## src/rtl/scs_pkg.sv

```systemverilog
package scs_pkg;

    // Fold n negative units at column (w-1) upward through columns < rw.
    // An odd count leaves +1 in the column and sends one unit up; pairs merge.
    function automatic logic [63:0] corr_word(input int n, input int w, input int rw);
        logic [63:0]  acc;
        int unsigned  m;
        acc = '0;
        m   = n;
        for (int c = w - 1; c < rw; c++) begin
            acc[c] = m[0];
            m      = (m + 1) >> 1;
        end
        return acc;
    endfunction

endpackage

```

## src/rtl/scs_row_form.sv

```systemverilog
module scs_row_form #(
    parameter int WIDTH    = 8,
    parameter int RW       = 11,
    parameter bit USE_CORR = 1'b1
) (
    input  logic [WIDTH-1:0] op_i,
    output logic [RW-1:0]    row_o
);
    localparam int PAD = RW - WIDTH;

    generate
        if (USE_CORR) begin : g_flip
            // inverted sign bit, upper columns left empty
            assign row_o = {{PAD{1'b0}}, ~op_i[WIDTH-1], op_i[WIDTH-2:0]};
        end else begin : g_ext
            // replicated sign extension across the whole result width
            assign row_o = {{PAD{op_i[WIDTH-1]}}, op_i};
        end
    endgenerate
endmodule

```

## src/rtl/scs_csa.sv

```systemverilog
module scs_csa #(
    parameter int RW = 11
) (
    input  logic [RW-1:0] a_i,
    input  logic [RW-1:0] b_i,
    input  logic [RW-1:0] c_i,
    output logic [RW-1:0] s_o,
    output logic [RW-1:0] cy_o
);
    logic [RW-1:0] maj;

    always_comb begin
        s_o  = a_i ^ b_i ^ c_i;
        maj  = (a_i & b_i) | (a_i & c_i) | (b_i & c_i);
        cy_o = {maj[RW-2:0], 1'b0};
    end
endmodule

```

## src/rtl/scs_chain.sv

```systemverilog
module scs_chain #(
    parameter int N_ROWS = 6,
    parameter int RW     = 11
) (
    input  logic [N_ROWS-1:0][RW-1:0] rows_i,
    output logic [RW-1:0]             s_o,
    output logic [RW-1:0]             c_o
);
    localparam int STAGES = N_ROWS - 2;

    logic [STAGES:0][RW-1:0] st_s;
    logic [STAGES:0][RW-1:0] st_c;

    assign st_s[0] = rows_i[0];
    assign st_c[0] = rows_i[1];

    generate
        for (genvar g = 0; g < STAGES; g++) begin : g_stage
            scs_csa #(.RW(RW)) u_csa (
                .a_i (st_s[g]),
                .b_i (st_c[g]),
                .c_i (rows_i[g+2]),
                .s_o (st_s[g+1]),
                .cy_o(st_c[g+1])
            );
        end
    endgenerate

    assign s_o = st_s[STAGES];
    assign c_o = st_c[STAGES];
endmodule

```

## src/rtl/signed_csa_sum.sv

```systemverilog
module signed_csa_sum #(
    parameter int N_OPS    = 5,
    parameter int WIDTH    = 8,
    parameter bit USE_CORR = 1'b1,
    localparam int RW      = WIDTH + $clog2(N_OPS)
) (
    input  logic [N_OPS*WIDTH-1:0] ops_i,
    output logic [RW-1:0]          sum_o
);
    import scs_pkg::*;

    localparam int          N_ROWS    = N_OPS + 1;
    localparam logic [63:0] CORR_FULL = corr_word(N_OPS, WIDTH, RW);
    localparam logic [RW-1:0] CORR_ROW = USE_CORR ? CORR_FULL[RW-1:0] : '0;

    logic [N_ROWS-1:0][RW-1:0] rows;
    logic [RW-1:0]             tree_s;
    logic [RW-1:0]             tree_c;

    generate
        for (genvar i = 0; i < N_OPS; i++) begin : g_op
            scs_row_form #(
                .WIDTH   (WIDTH),
                .RW      (RW),
                .USE_CORR(USE_CORR)
            ) u_form (
                .op_i (ops_i[i*WIDTH +: WIDTH]),
                .row_o(rows[i])
            );
        end
    endgenerate

    assign rows[N_OPS] = CORR_ROW;

    scs_chain #(.N_ROWS(N_ROWS), .RW(RW)) u_chain (
        .rows_i(rows),
        .s_o   (tree_s),
        .c_o   (tree_c)
    );

    // final carry-propagate stage
    assign sum_o = tree_s + tree_c;
endmodule

```

## config.mk

```make
export PLATFORM = sky130hd
export DESIGN_NAME = signed_csa_sum
export DESIGN_NICKNAME = d
export VERILOG_FILES = /design/src/rtl/scs_pkg.sv /design/src/rtl/scs_row_form.sv /design/src/rtl/scs_csa.sv /design/src/rtl/scs_chain.sv /design/src/rtl/signed_csa_sum.sv
export SDC_FILE = /design/constraint.sdc
export NUM_CORES = 1
export LEC_CHECK = 0
export CAP_MARGIN = 30
export CORE_MARGIN = 1.5
export CORE_UTILIZATION = 39
export DETAILED_ROUTE_END_ITERATION = 8
export PLACE_DENSITY = 0.81
export SYNTH_ARGS = -nofsm -noshare
export SYNTH_HDL_FRONTEND = slang
export SYNTH_SLANG_ARGS = --single-unit
```

## constraint.sdc

```tcl
create_clock -name vclk -period 5
set_input_delay 1 -clock vclk [all_inputs]
set_output_delay 1 -clock vclk [all_outputs]
set_load 0.005 [all_outputs]
```

==> implementation parameters <==
Parameter                              Value

Finish
  Sequential cell area ... 0 um^2
  Clock buffer cells ... 0
  Number of nets in the layout ... 266
  Layout cells sized above 1 ... 48.9%
  FF+latch count ... 0
  Fin util ... 76.5%
  Most frequent standard cell in the layout excluding fill and tap cells ... inv_1
  Most used cells in the layout excluding fill and tap cells ... inv_1, clkdlybuf4s50_1, inv_2, fa_1, buf_4
  Number of antenna diodes ... 0
  Area growth syn-to-layout ... 82.9%

Routing
  Routed Wire Length ... 2870 um
  DRC errors left ... 0
  Vias per std cell ... 4.75
  Number of routed nets with antenna violations ... 0
  Count of TritonRoute iterations in the first routing pass ... 4
  Detailed Route Iter0 Violations ... 2
  Routed length per instance ... 13.5 um
  Vias post-DR ... 1007

Place
  Routability Congestion ... 0.636
  Dpl hpwl ... 2100 um
  PortBufs ... 51
  Place WS ... -1.02 ns

Power and ir drop
  Worst vdd rail ir drop ... 0.564 mV
  Leakage power of the design ... 0.932 nW
  Pwr/cell area ... 548 nW/um^2
  Tot Pwr ... 1.06 mW

Critical path
  List of cells traversed by the critical path ... buf_6, fa_1, fa_1, inv_2, fa_1, inv_2, ha_4, ha_4, nand3_4, a21oi_4, nor4_2, a311o_1, buf_2
  Delay of the slowest cell on the worst path ... 0.54 ns
  CP most frequent cell ... fa_1
  Critical Path AT ... 4.08 ns
  Crit path max fanout ... 4
  Slowest cell on crit path ... fa_1
  Category of the worst setup path capture point ... output port
  Kind of start point of the critical path ... input port
  Type of the worst setup path ... in2out
  Critical Path RT ... 4.00 ns

Logic synthesis
  Total standard cell area after synthesis ... 1050 um^2
  Count of different cell masters after synthesis ... 20
  Post-Synthesis Cells ... 114
  Part of the Yosys area used for sequential elements ... 0%
  Mapped Nets ... 196
  Per-instance average area after synthesis ... 9.25 um^2
  Number of warnings printed during yosys synthesis ... 0

Timing
  Worst-margin pin slew ... 0.255 ns
  Worst slew margin ... 83.0%
  Fin. Hold Viols ... 0
  Unrepaired setup endpoints after global routing ... true
  Number of failing setup endpoints in the final timing report ... 2
  Setup TNS ... -0.109 ns
  Time the worst path needs with I/O delays and setup ... 5.08 ns
  Post-route setup slack ... -0.0763 ns
  Peak clock frequency supported by timing ... 197 MHz
  Max-slew violation count ... 0
  Post-route clock period utilization ... 102%

Global route
  Global route overflow ... 0
  GRT Overall Usage ... 20.5%
  Initial antenna violation count ... 0
  Maximum number of pins on one net before global-route repair ... 7
  Wire length of the first global-routing pass ... 4640 um
  Vias in the first global route ... 1187

Floorplan
  Initial cell density of the core ... 41.8%
  I/O pin count ... 51
  Core box area ... 2520 um^2
  Width of the chip ... 55.0 um
  Die Height ... 55.0 um
  Total Die Area ... 3030 um^2
  Std-Cell Rows ... 18

Status
  Violated checks ... negative setup slack
  Outcome ... finished with violations

Min path
  Hold Path Class ... in2out

Flow run
  Number of max-capacitance violations reported ... 0

Clock tree
  Post-CTS Hold Buffers ... 0
-- layer usage --
metal / global-route usage (%) / vias to the layer above / share of wire [%] / wire length (um)
li1: - / 486 / - / -
met5: 0 / - / 0 / 0
met3: 1.34 / 0 / 6.9 / 198
met4: 0 / 0 / 0 / 0
met2: 49.0 / 35 / 63 / 1800
met1: 18.5 / 486 / 30 / 875
-- per-stage QoR --
step	cell area, um^2	instances	hold WS [ns]
4_1_cts	1930	211	3.00
3_5_place_dp	1700	208	3.08
5_1_grt	1930	212	3.02
3_3_place_gp	1700	208	3.07
2_1_floorplan	1050	114	2.12
6_report	1930	212	2.96
-- critical path, delay by kind of cell --
family / cells / cell delay [ns]
adder cells (fa/ha/maj): 5 / 2.11
AO/OA/AOI/OAI: 2 / 0.48
buffers and inverters: 4 / 0.32
AND/OR/NAND/NOR: 2 / 0.16
-- layout make-up --
class                           instances  area (um^2)
Multi-Input combinational cell         70         1170
Tap cell                               30         37.5
Fill cell                             167          593
Timing Repair Buffer                   68          553
Inverter                               44          165
-- power breakdown --
group          internal, mW  switching (mW)
sequential                0               0
combinational         0.586           0.472
clock                     0               0
total                 0.586           0.472
-- logic make-up (layout without fill, tap and decap cells) --
logic type | count (synthesis) | in the layout | synth area share (%)
simple gates | 8 | 8 | 4.03
mux | 1 | 1 | 0.949
fa+ha+maj | 42 | 42 | 66.2
xor+xnor | 4 | 4 | 3.32
compound gates | 15 | 15 | 9.84
buf+inv | 44 | 112 | 15.7
-- Yosys cell counts --
library cell  number  share of area [%]
ha_1              19                 23
a31oi_1            2                1.2
nor2b_1            1               0.59
o21bai_1           2                1.4
nor4_1             1               0.59
a21oi_1            4                1.9
a2111oi_1          1               0.95
a221oi_1           1               0.83
a311o_1            1               0.95
fa_1              23                 44
xor2_1             3                2.5
xnor2_1            1               0.83
a21o_1             3                2.1
nand3_1            2               0.95
nor3b_1            1               0.71
mux2i_1            1               0.95
nor3_1             1               0.47
nand2_1            2               0.71
inv_1             44                 16
o21ai_0            1               0.47
-- repair_timing --
action / in CTS / in global routing
buffers inserted: 3 / 2
gates resized for setup: 138 / 28
pin swaps: 49 / 27
setup endpoints to repair: 9 / 7
-- worst paths after layout --
path              slack (ns)       from  cells past startpoint        end
hold / removal          2.96   ops_i[6]                      8  sum_o[10]
setup / recovery       -0.08  ops_i[12]                     13   sum_o[7]
Power figures use the tool's default switching activity.
